==> src/rtl/gpio_share_pkg.sv <==
package gpio_share_pkg;

    typedef enum logic [1:0] {
        SEL_DIR  = 2'd0,
        SEL_LAT  = 2'd1,
        SEL_PIN  = 2'd2,
        SEL_NONE = 2'd3
    } gpio_sel_e;

endpackage

==> src/rtl/gpio_sync.sv <==
module gpio_sync #(
    parameter int WIDTH = 16
) (
    input  logic             clk,
    input  logic             rst_n,
    input  logic [WIDTH-1:0] async_in,
    output logic [WIDTH-1:0] sync_out
);

    logic [WIDTH-1:0] stage_q;

    always_ff @(posedge clk) begin
        if (!rst_n) begin
            stage_q  <= '0;
            sync_out <= '0;
        end else begin
            stage_q  <= async_in;
            sync_out <= stage_q;
        end
    end

endmodule

==> src/rtl/gpio_regs.sv <==
module gpio_regs
    import gpio_share_pkg::*;
#(
    parameter int               WIDTH     = 16,
    parameter logic [WIDTH-1:0] IMPL_MASK = 16'h7FF3
) (
    input  logic             clk,
    input  logic             rst_n,
    input  logic             wr_en,
    input  gpio_sel_e        wr_sel,
    input  logic [WIDTH-1:0] wr_data,
    output logic [WIDTH-1:0] dir_q,
    output logic [WIDTH-1:0] lat_q
);

    always_ff @(posedge clk) begin
        if (!rst_n) begin
            dir_q <= IMPL_MASK;
            lat_q <= '0;
        end else if (wr_en) begin
            unique case (wr_sel)
                SEL_DIR:          dir_q <= wr_data & IMPL_MASK;
                SEL_LAT, SEL_PIN: lat_q <= wr_data & IMPL_MASK;
                default:          ;
            endcase
        end
    end

    AST_DIR_WRITE: assert property (@(posedge clk) disable iff (!rst_n)
        (wr_en && wr_sel == SEL_DIR) |=> dir_q == ($past(wr_data) & IMPL_MASK));

    AST_LAT_WRITE: assert property (@(posedge clk) disable iff (!rst_n)
        (wr_en && (wr_sel == SEL_LAT || wr_sel == SEL_PIN))
            |=> lat_q == ($past(wr_data) & IMPL_MASK));

    AST_PIN_KEEPS_DIR: assert property (@(posedge clk) disable iff (!rst_n)
        (wr_en && wr_sel == SEL_PIN) |=> $stable(dir_q));

    AST_NONE_NO_EFFECT: assert property (@(posedge clk) disable iff (!rst_n)
        (!wr_en || wr_sel == SEL_NONE) |=> ($stable(dir_q) && $stable(lat_q)));

    AST_UNIMPL_ZERO: assert property (@(posedge clk) disable iff (!rst_n)
        ((dir_q | lat_q) & ~IMPL_MASK) == '0);

endmodule

==> src/rtl/gpio_pad_mux.sv <==
module gpio_pad_mux #(
    parameter int               WIDTH     = 16,
    parameter logic [WIDTH-1:0] IMPL_MASK = 16'h7FF3
) (
    input  logic [WIDTH-1:0] dir_q,
    input  logic [WIDTH-1:0] lat_q,
    input  logic [WIDTH-1:0] periph_en,
    input  logic [WIDTH-1:0] periph_dout,
    input  logic [WIDTH-1:0] periph_oe,
    output logic [WIDTH-1:0] owned,
    output logic [WIDTH-1:0] pad_out,
    output logic [WIDTH-1:0] pad_oe
);

    for (genvar i = 0; i < WIDTH; i++) begin : g_pin
        if (IMPL_MASK[i]) begin : g_impl
            always_comb begin
                owned[i] = periph_en[i] & periph_oe[i];
                if (owned[i]) begin
                    pad_out[i] = periph_dout[i];
                    pad_oe[i]  = 1'b1;
                end else begin
                    pad_out[i] = lat_q[i];
                    pad_oe[i]  = ~dir_q[i];
                end
            end
        end else begin : g_absent
            always_comb begin
                owned[i]   = 1'b0;
                pad_out[i] = 1'b0;
                pad_oe[i]  = 1'b0;
            end
        end
    end

endmodule

==> src/rtl/gpio_share_port.sv <==
module gpio_share_port
    import gpio_share_pkg::*;
#(
    parameter int               WIDTH     = 16,
    parameter logic [WIDTH-1:0] IMPL_MASK = 16'h7FF3
) (
    input  logic             clk,
    input  logic             rst_n,
    input  logic [1:0]       reg_addr,
    input  logic             reg_wr,
    input  logic [WIDTH-1:0] reg_wdata,
    input  logic             reg_rd,
    output logic [WIDTH-1:0] reg_rdata,
    input  logic [WIDTH-1:0] periph_en,
    input  logic [WIDTH-1:0] periph_dout,
    input  logic [WIDTH-1:0] periph_oe,
    input  logic [WIDTH-1:0] pad_in,
    output logic [WIDTH-1:0] pad_out,
    output logic [WIDTH-1:0] pad_oe
);

    gpio_sel_e        sel;
    logic [WIDTH-1:0] dir_q;
    logic [WIDTH-1:0] lat_q;
    logic [WIDTH-1:0] pin_q;
    logic [WIDTH-1:0] owned;

    assign sel = gpio_sel_e'(reg_addr);

    gpio_sync #(.WIDTH(WIDTH)) u_sync (
        .clk      (clk),
        .rst_n    (rst_n),
        .async_in (pad_in),
        .sync_out (pin_q)
    );

    gpio_regs #(.WIDTH(WIDTH), .IMPL_MASK(IMPL_MASK)) u_regs (
        .clk     (clk),
        .rst_n   (rst_n),
        .wr_en   (reg_wr),
        .wr_sel  (sel),
        .wr_data (reg_wdata),
        .dir_q   (dir_q),
        .lat_q   (lat_q)
    );

    gpio_pad_mux #(.WIDTH(WIDTH), .IMPL_MASK(IMPL_MASK)) u_mux (
        .dir_q       (dir_q),
        .lat_q       (lat_q),
        .periph_en   (periph_en),
        .periph_dout (periph_dout),
        .periph_oe   (periph_oe),
        .owned       (owned),
        .pad_out     (pad_out),
        .pad_oe      (pad_oe)
    );

    always_comb begin
        reg_rdata = '0;
        if (reg_rd) begin
            unique case (sel)
                SEL_DIR:  reg_rdata = dir_q;
                SEL_LAT:  reg_rdata = lat_q;
                SEL_PIN:  reg_rdata = pin_q & IMPL_MASK;
                default:  reg_rdata = '0;
            endcase
        end
    end

    // Cycles since reset, saturating, so the lag check never reaches before reset.
    logic [1:0] since_rst_q;
    always_ff @(posedge clk) begin
        if (!rst_n)                since_rst_q <= '0;
        else if (since_rst_q != 2'd3) since_rst_q <= since_rst_q + 2'd1;
    end

    AST_PIN_LAG: assert property (@(posedge clk) disable iff (!rst_n)
        (since_rst_q == 2'd3 && reg_rd && sel == SEL_PIN)
            |-> reg_rdata == ($past(pad_in, 2) & IMPL_MASK));

    AST_OE_NEEDS_OUTPUT: assert property (@(posedge clk) disable iff (!rst_n)
        (pad_oe & ~owned & dir_q) == '0);

    AST_PERIPH_OWNS: assert property (@(posedge clk) disable iff (!rst_n)
        ((periph_en & periph_oe & IMPL_MASK) & ~pad_oe) == '0);

    AST_NO_DRIVE_ABSENT: assert property (@(posedge clk) disable iff (!rst_n)
        ((pad_oe | pad_out) & ~IMPL_MASK) == '0);

    AST_IDLE_READ_ZERO: assert property (@(posedge clk) disable iff (!rst_n)
        !reg_rd |-> reg_rdata == '0);

endmodule

==> config.mk <==
export PLATFORM = sky130hd
export DESIGN_NAME = gpio_share_port
export DESIGN_NICKNAME = d
export VERILOG_FILES = /design/src/rtl/gpio_share_pkg.sv /design/src/rtl/gpio_sync.sv /design/src/rtl/gpio_regs.sv /design/src/rtl/gpio_pad_mux.sv /design/src/rtl/gpio_share_port.sv
export SDC_FILE = /design/constraint.sdc
export NUM_CORES = 1
export LEC_CHECK = 0
export ABC_AREA = 1
export BUFFER_PORTS_ARGS = -buffer_cell sky130_fd_sc_hd__buf_4
export CORE_MARGIN = 1
export CORE_UTILIZATION = 40
export DETAILED_ROUTE_END_ITERATION = 6
export MAX_ROUTING_LAYER = met4
export PLACE_DENSITY = 0.76
export SLEW_MARGIN = 20
export SYNTH_ARGS = -nofsm -noshare
export SYNTH_HDL_FRONTEND = slang
export SYNTH_SLANG_ARGS = --single-unit
==> constraint.sdc <==
create_clock -name clk -period 1.17 [get_ports clk]
set_input_delay 0.234 -clock clk [delete_from_list [all_inputs] [get_ports clk]]
set_output_delay 0.234 -clock clk [all_outputs]
set_load 0.02 [all_outputs]
# Word level (Yosys, flattened, before mapping)
# Cells that the tools add are included.
word_totals:
  in_bits: 86
  register_bits: 56
classes:
  reduce_logical: 4
  bitwise_logic: 26
  eq_ne: 2
  muxes: 28
op_table:
  columns: ["op", "count"]
  rows:
  - ["$pmux 15 s3", 1]
  - ["$mux 1", 26]
  - ["$mux 16", 1]
  - ["$and 1x1->1", 13]
  - ["$not 1->1", 13]
  - ["$reduce_and 2->1", 2]
  - ["$eq 2x1->1 const B", 1]
  - ["$eq 2x2->1 const B", 1]
  - ["$logic_not 2->1", 1]
  - ["$reduce_or 2->1", 1]

# Logic depth before layout (Yosys ltp)
# Gate-level depths: netlist of the first run.
depth:
  depth_word: 3
  depth_mapped: 7
  ltp_nobuf: 6

# By module
# A second synthesis of the first run with hierarchy kept.
hier_totals:
  hier_cells: 436
  hier_area_um2: 2871.5
modules_own_cells:
  columns: ["module", "seq_area_each_um2", "cells_per_inst", "instances", "area_per_inst_um2"]
  rows:
  - ["gpio_regs", 520.5, 150, 1, 1066.0]
  - ["gpio_sync", 640.6, 99, 1, 914.6]
  - ["gpio_share_port", 0.0, 99, 1, 510.5]
  - ["gpio_pad_mux", 0.0, 88, 1, 380.4]

# Worst setup path before layout of the first run
# No wires, ideal clock.
synth_timing:
  path_type: "input-to-output"
  startpoint: "input reg_addr[0]"
  endpoint: "output reg_rdata[10]"
  path_stages: 7
  n_path_buf: 1
  setup_slack_ps: -51
  arrival_ps: 987
  cell_sequence: "inv_1 ha_1 buf_4 nand2_1 nand3_1 nand2_1 inv_1"
synth_between:
  elab_chain_cells: 3
  word_cells_on_any_way: 5
  cone_classes: "eq/ne: 2; mux: 2; reduce/logical: 1"
synth_lines:
  columns: ["item", "line", "text"]
  rows:
  - ["start: declaration", "gpio_share_port.sv:9", "input logic [1:0] reg_addr,"]
  - ["$eq 2x2->1, or another cell as far along", "gpio_share_port.sv:61", "unique case (sel)"]
  - ["$pmux 15 s3 (*)", "gpio_share_port.sv:61", null]
  - ["$mux 16 (*)", "gpio_share_port.sv:60", "if (reg_rd) begin"]
  - ["end: declaration", "gpio_share_port.sv:13", "output logic [WIDTH-1:0] reg_rdata,"]
# Mark *: on every way between the ends. The rest lies on a longest branch, timed or not.

# Final worst setup path of the first run
layout_timing:
  startpoint: "input reg_addr[0]"
  endpoint: "output reg_rdata[8]"
# Same word-level chain as after synthesis.

==> impl_metrics.py, run 1 <==
metrics = {
    "cts": {
        "clock_path_buffers": 2,
        "htree_num_levels": 2,
        "cts_tree": "built",
        "clk_pin_slew_worst_paths_ns": 0.09,
        "cts-buffers-inserted": 5,
        "numClockSinks": 52,
        "clockRootBuffer": "sky130_fd_sc_hd__clkbuf_8",
        "cts_hold_buf": 0,
        "clock_latency_ns": 0.31,
    },
    "routing": {
        "drtIter0Drc": 87,
        "wl_per_cell_um": 12.0,
        "met1_wire_length_um": 2600,
        "detailroute.wirelength.met3_um": 373,
        "top_metal_layer_carrying_routed_signals": "met4",
        "wl_um": 6750,
        "drcViolationCount": 0,
        "ant_nets": 0,
        "routed_length_on_met2_um": 3630,
        "first_pass_detailed_route_iteration_total": 4,
        "via_count_normalized_by_instance_count": 4.64,
        "vias": 2615,
    },
    "sta": {
        "unrepaired_setup_endpoints_after_global_routing": "true",
        "report.final.hold_viol_count": 0,
        "post-route-period-util_pct": 112,
        "fin_ws_ns": -0.138,
        "slew_viol_final": 0,
        "timing.fmax_ghz": 0.764,
        "timing.clock.skew_ns": 0.00711,
        "final_min_period_ns": 1.31,
        "final-setup-viol-count": 25,
    },
    "flow_run": {
        "max_cap_viol_count": 0,
    },
    "floorplan": {
        "ioPinCount": 134,
        "core_um2": 5640,
        "floorplan.initialDensity_pct": 42.5,
        "die_x_um": 79.4,
        "die_y_um": 79.4,
        "die_area_um2": 6300,
        "std_cell_rows": 27,
    },
    "yosys": {
        "synthesis.instances": 373,
        "synthFlopType": "sky130_fd_sc_hd__dfxtp_1",
        "synth_top_area_cell": "sky130_fd_sc_hd__dfxtp_1",
        "ys_top_cells_by_area": "sky130_fd_sc_hd__dfxtp_1 (43%), sky130_fd_sc_hd__nand2_1 (24%), sky130_fd_sc_hd__inv_1 (8.0%)",
        "synth-warning-count": 0,
        "number_of_synthesized_flops_with_an_enable_pin": 0,
        "ys_seq_elements": 52,
        "yosysMostFrequentCell": "sky130_fd_sc_hd__nand2_1",
        "area_share_of_the_leading_cell_type_in_the_synthesized_netlist_pct": 43.4,
        "yosysSeqAreaShare_pct": 43.4,
        "synth.avg_cell_area_um2": 6.42,
        "commonest_cells_post_synth": "sky130_fd_sc_hd__nand2_1 (156), sky130_fd_sc_hd__dfxtp_1 (52), sky130_fd_sc_hd__inv_1 (51)",
        "summed_instance_area_of_the_synthesized_netlist_um2": 2400,
        "async_flop_share_pct": 0,
        "netlist-cell-type-count": 15,
    },
    "global_routing": {
        "total_gr_overflow": 0,
        "grtUsageTotal_pct": 20.8,
        "antenna_found_initial": 0,
        "grt_start_max_net_pins": 53,
        "number_of_global_route_vias_before_repair": 2417,
        "first_pass_grt_wire_length_um": 10000,
    },
    "placement": {
        "dp_cells": 548,
        "place.gp.congestion": 0.821,
        "place_area_um2": 3350,
        "post-dp-hpwl_um": 4430,
        "place.port_buffers": 109,
    },
    "critical_path": {
        "path_max_fanout": 6,
        "data_arrival_time_of_the_worst_path_ns": 1.07,
        "critPathKind": "in -> out",
        "end_kind": "output pin",
        "reg2reg_slack_ns": 0.29,
        "r2r_end": "u_regs.lat_q[9]",
        "start_kind": "input port",
        "timing.critical_path.required_ns": 0.94,
        "r2r_start": "u_regs.lat_q[9]",
        "worst-r2r-cell-count": 6,
    },
    "power_and_ir_drop": {
        "vdd_drop_max_mv": 0.771,
        "p_per_area_nw_per_um2": 1050,
        "sequentialPowerShare_pct": 46.4,
        "power.net_switching_w": 0.00126,
        "cell_leakage_power_nw": 2.33,
        "power_switching_share_pct": 29.8,
        "power.clock.fraction_pct": 24.8,
        "power.internal_w": 0.00297,
        "comb_power_share_pct": 28.8,
    },
    "worst_hold_path": {
        "worst_hold_path_type": "in -> reg",
        "hold_start": "pad_in[14]",
        "worstHoldPathCells": 3,
        "hold_path_end": "u_sync.stage_q[14]",
    },
    "cells_and_area": {
        "total_non_filler_cell_area_in_the_finished_layout_um2": 4030,
        "final_layout_size_suffix_gt1_share_pct": 53.7,
        "finalNonFillerCells": 564,
        "design.final.nets": 581,
        "n_antenna_cell": 0,
        "finalCoreUtilization_pct": 71.3,
        "area.growth.synth_to_final_pct": 68.0,
    },
    "outcome": {
        "violations": "setup timing",
        "run_status": "finished, violations left",
    },
}
[through the flow]
stage	power [W]	setup WS, ns	setup TNS [ns]	hold WS [ns]
2_1_floorplan	0.00249	0.00909	0	0.332
3_3_place_gp	0.00294	-0.220	-3.86	0.395
3_5_place_dp	0.00296	-0.240	-4.92	0.398
4_1_cts	0.00413	-0.189	-2.55	0.104
5_1_grt	0.00443	-0.181	-2.88	0.113
6_report	0.00423	-0.138	-1.83	0.105
[routing by layer]
metal / track usage (%) / up-vias
met2: 37.8 / 107
met3: 3.77 / 14
met1: 22.7 / 1176
met4: 6.91 / 0
met5: - / -
li1: - / 1318
[logic make-up (layout without fill, tap and decap cells)]
group,Yosys count,count (layout),share of synthesized area (%)
AO/OA/AOI/OAI,13,13,2.72
adder cells (fa/ha/maj),4,4,2.09
buffers and inverters,79,190,14.8
flip-flops,52,52,43.4
other,1,9,0.157
AND/OR/NAND/NOR,224,224,36.8
[registers in the layout, summed over array words and instances, names as in the netlist]
signal	flops
u_sync.stage_q	13
u_sync.sync_out	13
u_regs.lat_q	13
u_regs.dir_q	13
[layout make-up]
type / instances / area [µm²]
inverters: 56 / 225
repair buffers: 126 / 1180
multi-input cells: 250 / 1360
clock buffers: 8 / 90.1
flip-flops and latches: 52 / 1080
fillers: 452 / 1620
well taps: 72 / 90.1
[critical path, stage by stage]
cell,delay (ns)
sky130_fd_sc_hd__buf_12,0.10
sky130_fd_sc_hd__inv_8,0.04
sky130_fd_sc_hd__ha_4,0.17
sky130_fd_sc_hd__clkbuf_16,0.16
sky130_fd_sc_hd__nand2_1,0.07
sky130_fd_sc_hd__nand3_2,0.08
sky130_fd_sc_hd__nand2_2,0.07
sky130_fd_sc_hd__inv_2,0.03
sky130_fd_sc_hd__buf_6,0.12
[worst max path at each step]
stage	startpoint	end	slack [ns]
2_1_floorplan	reg_addr[0]	reg_rdata[10]	0.009
3_3_place_gp	reg_addr[0]	reg_rdata[13]	-0.22
3_5_place_dp	reg_addr[0]	reg_rdata[9]	-0.24
4_1_cts	reg_addr[0]	reg_rdata[8]	-0.19
5_1_grt	reg_addr[0]	reg_rdata[8]	-0.18
6_report	reg_addr[0]	reg_rdata[8]	-0.14
[cell usage in the layout, fill, tap and decap left out]
| cell type | instances |
|---|---|
| sky130_fd_sc_hd__buf_4 | 97 |
| sky130_fd_sc_hd__dfxtp_1 | 27 |
| sky130_fd_sc_hd__nand3_2 | 12 |
| sky130_fd_sc_hd__inv_8 | 2 |
| sky130_fd_sc_hd__nand2_2 | 35 |
| sky130_fd_sc_hd__ha_4 | 4 |
| sky130_fd_sc_hd__clkbuf_16 | 3 |
| sky130_fd_sc_hd__conb_1 | 9 |
| sky130_fd_sc_hd__nand2_1 | 112 |
| sky130_fd_sc_hd__dfxtp_2 | 23 |
| sky130_fd_sc_hd__nor2_4 | 1 |
| sky130_fd_sc_hd__dfxtp_4 | 2 |
| sky130_fd_sc_hd__buf_6 | 16 |
| sky130_fd_sc_hd__a21oi_2 | 13 |
| sky130_fd_sc_hd__nand3_1 | 14 |
| sky130_fd_sc_hd__clkbuf_8 | 6 |
| sky130_fd_sc_hd__nand2_4 | 11 |
| sky130_fd_sc_hd__nor2_1 | 39 |
| sky130_fd_sc_hd__buf_12 | 10 |
| sky130_fd_sc_hd__inv_2 | 29 |
| sky130_fd_sc_hd__inv_1 | 25 |
| sky130_fd_sc_hd__clkbuf_1 | 2 |
[repair_timing]
item | CTS | global route
pin swaps | 33 | 24
buffers inserted | 5 | 1
resized for setup | 98 | 61
cloned | 1 | 3
setup endpoints to repair | 26 | 35
[power by group through the flow]
stage | clock (W) | combinational, W | sequential, W
6_report | 0.00105 | 0.00122 | 0.00196
5_1_grt | 0.00114 | 0.00131 | 0.00197
2_1_floorplan | 0 | 0.000546 | 0.00195
3_3_place_gp | 0 | 0.000975 | 0.00196
3_5_place_dp | 0 | 0.000993 | 0.00197
4_1_cts | 0.00105 | 0.00113 | 0.00195
Note: power is estimated with default switching activity, not from simulation.
==> inputs of run 2 (changes only) <==
--- a/config.mk
+++ b/config.mk
@@ -8,10 +8,10 @@
 export ABC_AREA = 1
 export BUFFER_PORTS_ARGS = -buffer_cell sky130_fd_sc_hd__buf_4
 export CORE_MARGIN = 1
-export CORE_UTILIZATION = 40
+export CORE_UTILIZATION = 44
 export DETAILED_ROUTE_END_ITERATION = 6
 export MAX_ROUTING_LAYER = met4
-export PLACE_DENSITY = 0.76
+export PLACE_DENSITY = 0.8
 export SLEW_MARGIN = 20
 export SYNTH_ARGS = -nofsm -noshare
 export SYNTH_HDL_FRONTEND = slang
==> constraint.sdc (replaced) <==
create_clock -name clk -period 1.35 [get_ports clk]
set_input_delay 0.27 -clock clk [delete_from_list [all_inputs] [get_ports clk]]
set_output_delay 0.27 -clock clk [all_outputs]
set_load 0.02 [all_outputs]
==> run 2 against run 1 <==
Against the previous run:
- clock-buffer cell count is the same
- sequential power shrank 14%
- the flow still finishes with violations (setup timing)
- clock power shrank 12%
- cell count shrank 1.8%
- first-iteration DRC count grew 74%
- global-route usage grew 3.0 points
- flip-flop and latch count is the same
- critical endpoint is now reg_rdata[6]
- combinational power shrank 22%
- power shrank 16%
- worst setup slack gained 0.092 ns
==> impl_metrics.py, run 2 (synthesis results as in run 1) <==
metrics = {
    "outcome": {
        "run_status": "finished, violations left",
        "violations": "setup timing",
    },
    "floorplan": {
        "die_y_um": 75.8,
        "die_x_um": 75.8,
        "floorplan.initialDensity_pct": 46.3,
        "std_cell_rows": 26,
        "core_um2": 5170,
        "die_area_um2": 5740,
        "ioPinCount": 134,
    },
    "cts": {
        "cts_hold_buf": 0,
        "clock_path_buffers": 2,
        "numClockSinks": 52,
        "htree_num_levels": 2,
        "cts-buffers-inserted": 5,
        "clockRootBuffer": "sky130_fd_sc_hd__clkbuf_8",
        "cts_tree": "built",
        "clk_pin_slew_worst_paths_ns": 0.08,
        "clock_latency_ns": 0.31,
    },
    "routing": {
        "ant_nets": 0,
        "wl_um": 6780,
        "via_count_normalized_by_instance_count": 4.60,
        "first_pass_detailed_route_iteration_total": 4,
        "wl_per_cell_um": 12.2,
        "drcViolationCount": 0,
        "vias": 2546,
        "drtIter0Drc": 151,
    },
    "critical_path": {
        "timing.critical_path.required_ns": 1.08,
        "path_max_fanout": 7,
        "path_cells": "buf_12, inv_8, ha_4, buf_16, nand2_4, nand3_2, nand2_1, inv_1, buf_6",
        "slowest_cell_on_the_critical_path": "sky130_fd_sc_hd__ha_4",
        "start_kind": "input port",
        "critPathKind": "in -> out",
        "slowest_delay_ns": 0.18,
        "data_arrival_time_of_the_worst_path_ns": 1.13,
        "end_kind": "output pin",
        "reg2reg_slack_ns": 0.63,
    },
    "placement": {
        "place.port_buffers": 109,
        "place.gp.congestion": 0.798,
        "post-dp-hpwl_um": 4420,
        "place_area_um2": 3290,
        "dpl_worst_slack_ns": -0.336,
    },
    "worst_hold_path": {
        "worst_hold_path_type": "in -> reg",
    },
    "sta": {
        "final-setup-viol-count": 13,
        "final_min_period_ns": 1.40,
        "timing.fmax_ghz": 0.716,
        "fin_setup_tns_ns": -0.424,
        "timing.clock.skew_ns": 0.0104,
        "report.final.hold_viol_count": 0,
        "worstMarginPinSlew_ns": 0.513,
        "unrepaired_setup_endpoints_after_global_routing": "true",
        "fin_ws_ns": -0.0463,
        "slew_viol_final": 0,
        "maxSlewHeadroom_pct": 65.8,
        "post-route-period-util_pct": 103,
    },
    "cells_and_area": {
        "finalCoreUtilization_pct": 71.3,
        "area.growth.synth_to_final_pct": 53.9,
        "n_antenna_cell": 0,
        "final_layout_size_suffix_gt1_share_pct": 37.2,
        "design.final.nets": 573,
        "final_cell_mix": "sky130_fd_sc_hd__nand2_1 (136), sky130_fd_sc_hd__buf_4 (96), sky130_fd_sc_hd__dfxtp_1 (50), sky130_fd_sc_hd__inv_1 (43), sky130_fd_sc_hd__nor2_1 (39)",
        "total_non_filler_cell_area_in_the_finished_layout_um2": 3690,
        "final_common_cell": "sky130_fd_sc_hd__nand2_1",
    },
    "global_routing": {
        "grt_start_max_net_pins": 53,
        "grtUsageTotal_pct": 23.8,
        "antenna_found_initial": 0,
        "first_pass_grt_wire_length_um": 9760,
        "number_of_global_route_vias_before_repair": 2185,
        "total_gr_overflow": 0,
    },
    "power_and_ir_drop": {
        "cell_leakage_power_nw": 2.19,
        "p_per_area_nw_per_um2": 961,
        "vdd_drop_max_mv": 0.629,
        "power.clock.fraction_pct": 26.0,
        "power.net_switching_w": 0.00106,
        "power.internal_w": 0.00249,
        "comb_power_share_pct": 26.7,
        "power_switching_share_pct": 29.8,
        "sequentialPowerShare_pct": 47.3,
    },
    "flow_run": {
        "max_cap_viol_count": 0,
    },
}
[run 2: power by group through the flow]
stage          sequential, W  combinational, W  clock [W]
6_report             0.00168          0.000946   0.000922
5_1_grt              0.00168           0.00103   0.000992
4_1_cts              0.00166          0.000898   0.000916
3_5_place_dp         0.00170          0.000839          0
3_3_place_gp         0.00170          0.000823          0
2_1_floorplan        0.00169          0.000467          0
[run 2: path summary, 6_finish.rpt]
path,to,startpoint,cells past startpoint
worst max-delay path,reg_rdata[6],reg_addr[0],9
worst min-delay path,u_sync.stage_q[14],pad_in[14],3
worst max register to register,u_regs.lat_q[6],u_regs.lat_q[6],4
worst min register to register,u_sync.sync_out[8],u_sync.stage_q[8],2
[run 2: layout make-up]
type	instances	area (µm²)
timing repair buffer	118	1030
sequential	52	1040
inverter	56	223
multi-input combinational	250	1210
tap	70	87.6
clock buffer	8	90.1
fill	408	1480
[run 2: per-layer routing]
layer / GRT usage, % / part of all wire (%) / vias to the layer above
met4: 9.67 / 3.3 / 0
met1: 26.8 / 41 / 1126
met2: 40.3 / 49 / 103
met3: 5.82 / 6.7 / 19
li1: - / - / 1298
met5: - / 0 / -
[run 2: repair_timing]
| item | in CTS | in global routing |
|---|---|---|
| buffers inserted | 1 | 0 |
| gates cloned | 1 | 0 |
| endpoints found under the hold margin | 0 | 0 |
| pin swaps | 18 | 14 |
| setup endpoints to repair | 13 | 16 |
| gates resized for setup | 39 | 43 |
[run 2: critical path, delay by kind of cell]
family	cells	cell delay (ns)
adder cells (fa/ha/maj)	1	0.18
buffers and inverters	5	0.51
AND/OR/NAND/NOR	3	0.16
[run 2: through the flow]
stage	power, W	std cells	hold slack, ns
final	0.00354	554	0.138
after global routing	0.00371	554	0.141
after CTS	0.00348	554	0.132
after detailed placement	0.00254	544	0.396
after global placement	0.00252	544	0.395
after floorplan	0.00216	381	0.368
